`src/rtl/coef_reorder_pkg.sv`:
```
`timescale 1ns/1ps
package coef_reorder_pkg;
  typedef enum logic {
    BANK_A = 1'b0,
    BANK_B = 1'b1
  } bank_sel_e;
endpackage

```
`src/rtl/coef_bank.sv`:
```
`timescale 1ns/1ps
module coef_bank #(
  parameter int N_WORDS = 64,
  parameter int WORD_W  = 16,
  localparam int IDX_W  = $clog2(N_WORDS)
) (
  input  logic                      clk_i,
  input  logic                      wr_en_i,
  input  logic [N_WORDS*WORD_W-1:0] wr_data_i,
  input  logic [IDX_W-1:0]          rd_idx_i,
  output logic [WORD_W-1:0]         rd_data_o
);
  logic [WORD_W-1:0] mem_q [N_WORDS];

  // whole block captured in one cycle; data path needs no reset
  for (genvar w = 0; w < N_WORDS; w++) begin : g_word
    always_ff @(posedge clk_i) begin
      if (wr_en_i) mem_q[w] <= wr_data_i[w*WORD_W +: WORD_W];
    end
  end

  assign rd_data_o = mem_q[rd_idx_i];
endmodule

```
`src/rtl/coef_drain_ctrl.sv`:
```
`timescale 1ns/1ps
module coef_drain_ctrl
  import coef_reorder_pkg::*;
#(
  parameter int N_WORDS = 64,
  localparam int IDX_W  = $clog2(N_WORDS)
) (
  input  logic             clk_i,
  input  logic             rst_ni,
  input  logic             load_valid_i,
  input  logic             out_ready_i,
  output logic [1:0]       wr_en_o,
  output bank_sel_e        rd_sel_o,
  output logic [IDX_W-1:0] rd_idx_o,
  output logic             out_valid_o,
  output logic             out_last_o,
  output logic             stall_o
);
  localparam logic [IDX_W-1:0] LAST_IDX = IDX_W'(N_WORDS - 1);

  logic [1:0]       full_q, full_d;
  bank_sel_e        sel_q;
  logic [IDX_W-1:0] idx_q;
  logic             wr_bank, load_acc, fire;

  assign stall_o     = &full_q;
  assign out_valid_o = full_q[sel_q];
  assign out_last_o  = out_valid_o && (idx_q == LAST_IDX);
  assign fire        = out_valid_o && out_ready_i;
  // fill the draining bank only if it is empty, else the other one
  assign wr_bank     = full_q[sel_q] ? ~sel_q : sel_q;
  assign load_acc    = load_valid_i && !stall_o;
  assign wr_en_o     = load_acc ? (2'b01 << wr_bank) : 2'b00;

  always_comb begin
    full_d = full_q;
    if (fire && out_last_o) full_d[sel_q] = 1'b0;
    if (load_acc)           full_d[wr_bank] = 1'b1;
  end

  always_ff @(posedge clk_i or negedge rst_ni) begin
    if (!rst_ni) begin
      full_q <= '0;
      sel_q  <= BANK_A;
      idx_q  <= '0;
    end else begin
      full_q <= full_d;
      if (fire) begin
        if (out_last_o) begin
          idx_q <= '0;
          // swap includes a load landing in this very cycle
          if (full_d[~sel_q]) sel_q <= bank_sel_e'(~sel_q);
        end else begin
          idx_q <= idx_q + 1'b1;
        end
      end
    end
  end

  assign rd_sel_o = sel_q;
  assign rd_idx_o = idx_q;

  AST_STALL_HAS_DATA: assert property (@(posedge clk_i) disable iff (!rst_ni)
    stall_o |-> out_valid_o);
  AST_IDX_STEP: assert property (@(posedge clk_i) disable iff (!rst_ni)
    fire && !out_last_o |=> idx_q == $past(idx_q) + 1'b1);
  AST_FIRST_WORD_ZERO: assert property (@(posedge clk_i) disable iff (!rst_ni)
    out_valid_o && !$past(out_valid_o) |-> idx_q == '0);
  AST_WRAP_AFTER_LAST: assert property (@(posedge clk_i) disable iff (!rst_ni)
    fire && out_last_o |=> idx_q == '0);
endmodule

```
`src/rtl/coef_reorder_buf.sv`:
```
`timescale 1ns/1ps
module coef_reorder_buf
  import coef_reorder_pkg::*;
#(
  parameter int N_WORDS = 64,
  parameter int WORD_W  = 16,
  localparam int IDX_W  = $clog2(N_WORDS)
) (
  input  logic                      clk_i,
  input  logic                      rst_ni,
  input  logic                      load_valid_i,
  input  logic [N_WORDS*WORD_W-1:0] load_data_i,
  output logic                      load_stall_o,
  output logic                      out_valid_o,
  input  logic                      out_ready_i,
  output logic [WORD_W-1:0]         out_data_o,
  output logic                      out_last_o
);
  logic [1:0]        wr_en;
  bank_sel_e         rd_sel;
  logic [IDX_W-1:0]  rd_idx;
  logic [WORD_W-1:0] bank_data [2];

  coef_drain_ctrl #(.N_WORDS(N_WORDS)) i_ctrl (
    .clk_i       (clk_i),
    .rst_ni      (rst_ni),
    .load_valid_i(load_valid_i),
    .out_ready_i (out_ready_i),
    .wr_en_o     (wr_en),
    .rd_sel_o    (rd_sel),
    .rd_idx_o    (rd_idx),
    .out_valid_o (out_valid_o),
    .out_last_o  (out_last_o),
    .stall_o     (load_stall_o)
  );

  for (genvar b = 0; b < 2; b++) begin : g_bank
    coef_bank #(.N_WORDS(N_WORDS), .WORD_W(WORD_W)) i_bank (
      .clk_i    (clk_i),
      .wr_en_i  (wr_en[b]),
      .wr_data_i(load_data_i),
      .rd_idx_i (rd_idx),
      .rd_data_o(bank_data[b])
    );
  end

  assign out_data_o = (rd_sel == BANK_B) ? bank_data[1] : bank_data[0];

  AST_HOLD_UNDER_BACKPRESSURE: assert property (@(posedge clk_i) disable iff (!rst_ni)
    out_valid_o && !out_ready_i |=> out_valid_o && $stable(out_data_o));
  AST_NO_WRITE_TO_DRAINING: assert property (@(posedge clk_i) disable iff (!rst_ni)
    out_valid_o && !out_ready_i |-> !(wr_en[0] && rd_sel == BANK_A) && !(wr_en[1] && rd_sel == BANK_B));
endmodule

```
`config.mk`:
```
export PLATFORM = sky130hd
export DESIGN_NAME = coef_reorder_buf
export DESIGN_NICKNAME = d
export VERILOG_FILES = /design/src/rtl/coef_reorder_pkg.sv /design/src/rtl/coef_bank.sv /design/src/rtl/coef_drain_ctrl.sv /design/src/rtl/coef_reorder_buf.sv
export SDC_FILE = /design/constraint.sdc
export NUM_CORES = 2
export LEC_CHECK = 0
export BUFFER_PORTS_ARGS = -buffer_cell sky130_fd_sc_hd__buf_2
export CORE_AREA = 3 3 409 411
export CTS_BUF_LIST = sky130_fd_sc_hd__clkbuf_4 sky130_fd_sc_hd__clkbuf_8
export DETAILED_ROUTE_END_ITERATION = 8
export DIE_AREA = 0 0 412 414
export GPL_TIMING_DRIVEN = 0
export PLACE_DENSITY = 0.68
export SLEW_MARGIN = 10
export SYNTH_ARGS = -nofsm -noshare
export SYNTH_HDL_FRONTEND = slang
export SYNTH_SLANG_ARGS = --single-unit
```
`constraint.sdc`:
```
create_clock -name clk_i -period 176.3 [get_ports clk_i]
set_input_delay 26.445 -clock clk_i [delete_from_list [all_inputs] [get_ports clk_i]]
set_output_delay 26.445 -clock clk_i [all_outputs]
set_load 0.02 [all_outputs]
```
==> reports/metrics.cfg <==
[outcome]
outcome=completed

[sta]
worst_pin_slew_ps=1420
fin_crit_ps=32570
finalMaxSlewViolations=0
setup_viol=0
fmax_ghz=0.0307
rsz0062_at_grt=no
hold_viol=0
skew_ps=57.5
fin_tns_setup_ps=0
period_share_pct=18.5
slew_headroom_pct=5.58

[clock_tree]
ctsHoldBuffers=0
clockBufferDepth=4
numCtsBuffers=344
insertion_delay_ps=1030
cts_tree=yes
cts_num_sinks=2057
clkTransAtPathRegs_ps=70
post_cts_resized=0
cts_root_buf=clkbuf_8
cts_setup_buffers=0
h-tree-depth=5

[layout]
final-seq-area_um2=61700
final_cell_mix=edfxtp_1 (2048), buf_2 (1106), mux4_2 (672)
fill_cells=12200
multi_input_area_um2=15600
stdcell_area_um2=94700
num-nets-final=5461
drive_gt1_share_pct=52.2
final_common_cell=edfxtp_1
postLayoutCoreUtil_pct=57.6
area_growth_pct=21.5

[placed_design]
placed_area_um2=87800
hpwl_um=198000
io_buffers=1046
gp_congestion=0.887

[worst_setup_path]
r2r-start=i_ctrl.rd_sel_o
required_ps=149850
startpoint_type=register
cp-endpoint=out_data_o[9]
cp-startpoint=i_ctrl.rd_idx_o[1]
crit_path_end_kind=output port
reg2regPathDepth=8
crit_path_max_fanout=10
rrSetupSlack_ps=172190
critPathKind=reg2out
reg2reg_to=g_bank[0].i_bank.mem_q[18][15]
crit_arrival_ps=6120

[yosys]
syn_area_per_cell_um2=26.5
synth_warnings=0
syn-num-nets=3970
ys_ff_latch=2057
syn_area_um2=77900
ys_seq_area_share_pct=79.2
synthCells=2941
synth_cell_type_count=28

[routing]
wirelength_um=265000
dr.pass1.iters=8
ant_nets=0
drc=0
vias=42300
wl_per_cell_um=37.7
vias_per_cell=6.02
drt-initial-drc-count=6212

[power]
p_leak_nw=31.8
power.density_nw_per_um2=16.6
vdd_drop_max_v=0.00000951

[grt]
track_usage_pct=31.0
antenna_found_initial=269
grt_pass1_vias=42700
grt_pass1_wl_um=351000
grt_max_degree=62
grt_remaining_overflow=0

[job]
maxCapViolCount=0

[die]
dieArea_um2=171000
start_util_pct=47.4
die_y_um=414
fp.dieW_um=412
ioPinCount=1047
core_um2=164000
fp-row-count=149

[min_path]
hold_class=reg2reg

## state kept, by name (all words and copies together), names as in the netlist
| register | count |
|---|---|
| i_ctrl.rd_sel_o | 1 |
| i_ctrl.full_q | 2 |
| g_bank.i_bank.mem_q | 2048 |
| i_ctrl.rd_idx_o | 6 |
## worst max-delay path: stages (launching register included)
cell and delay (ps):
dfrtp_1 360, clkbuf_1 700, buf_1 820, clkbuf_1 920
mux4_2 470, mux4_2 660, mux4_2 630, mux2_2 310
buf_2 190
## worst min path at each step
| stage | from | to | slack (ps) | depth (start not counted) |
|---|---|---|---|---|
| floorplan | i_ctrl.rd_idx_o[5] | i_ctrl.rd_idx_o[5] | 500 | 1 |
| global placement | i_ctrl.rd_idx_o[5] | i_ctrl.rd_idx_o[5] | 540 | 1 |
| detailed placement | i_ctrl.rd_idx_o[5] | i_ctrl.rd_idx_o[5] | 540 | 1 |
| CTS | i_ctrl.rd_idx_o[5] | i_ctrl.rd_idx_o[5] | 550 | 1 |
| global route | i_ctrl.rd_sel_o | i_ctrl.rd_sel_o | 590 | 1 |
| finish | i_ctrl.rd_idx_o[5] | i_ctrl.rd_idx_o[5] | 560 | 1 |
## through the flow
stage / std cells / setup slack, ps / hold WS [ps] / power (W)
2_1_floorplan: 2941 / 71840 / 498 / 0.00101
3_3_place_gp: 6176 / 36720 / 544 / 0.00131
3_5_place_dp: 6273 / 144610 / 541 / 0.00117
4_1_cts: 6861 / 143460 / 553 / 0.00158
5_1_grt: 6944 / 143490 / 587 / 0.00162
6_report: 7031 / 143730 / 562 / 0.00157
## metal layers
metal	vias up	track usage, %	routed length [um]
met5	-	0	550
met4	90	12.8	11800
met3	731	11.1	32700
met2	3069	47.8	125000
met1	22200	40.3	95700
li1	16300	-	-
## logic make-up (layout without fill, tap and decap cells)
group / Yosys count / in the layout / share of synthesized area (%)
other: 0 / 168 / 0
XOR/XNOR: 2 / 2 / 0.0225
adder cells (fa/ha/maj): 1 / 1 / 0.0161
flip-flops: 2057 / 2057 / 79.2
buffers and inverters: 158 / 1891 / 0.843
AO/OA/AOI/OAI: 13 / 13 / 0.103
AND/OR/NAND/NOR: 20 / 20 / 0.130
multiplexers: 690 / 690 / 19.7
## synth_stat cells, drive strengths merged
cell	number	area [um^2]
clkbuf	74	278
mux2i	1	10.0
o31ai	1	7.51
and4	1	8.76
o211a	1	10.0
buf	80	364
mux4	672	15100
a21oi	1	5.00
nand3	3	15.0
a31oi	1	6.26
and3	1	6.26
nand2	9	33.8
a211oi	1	7.51
dfrtp	9	225
nand2b	2	12.5
ha	1	12.5
o31a	1	8.76
nand4	1	6.26
inv	4	15.0
and2	3	18.8
edfxtp	2048	61500
mux2	17	191
xnor2	2	17.5
o21ai	7	35.0
## cell type report
type	instances	area share, %
Sequential cell	2057	65.2
Multi-Input combinational cell	726	16.4
Timing Repair Buffer	1145	7.43
Clock buffer	450	5.90
Tap cell	2189	2.89
Clock inverter	138	0.934
Buffer	154	0.755
Antenna cell	168	0.444
Inverter	4	0.0159
## report_power, final
| group | internal, W | switching, W | total, W |
|---|---|---|---|
| clock network | 0.000221 | 0.000187 | 0.000409 |
| registers | 0.000602 | 0.0000122 | 0.000614 |
| logic | 0.000216 | 0.000332 | 0.000548 |
| total | 0.00104 | 0.000532 | 0.00157 |
Note: power is estimated with default switching activity, not from simulation.
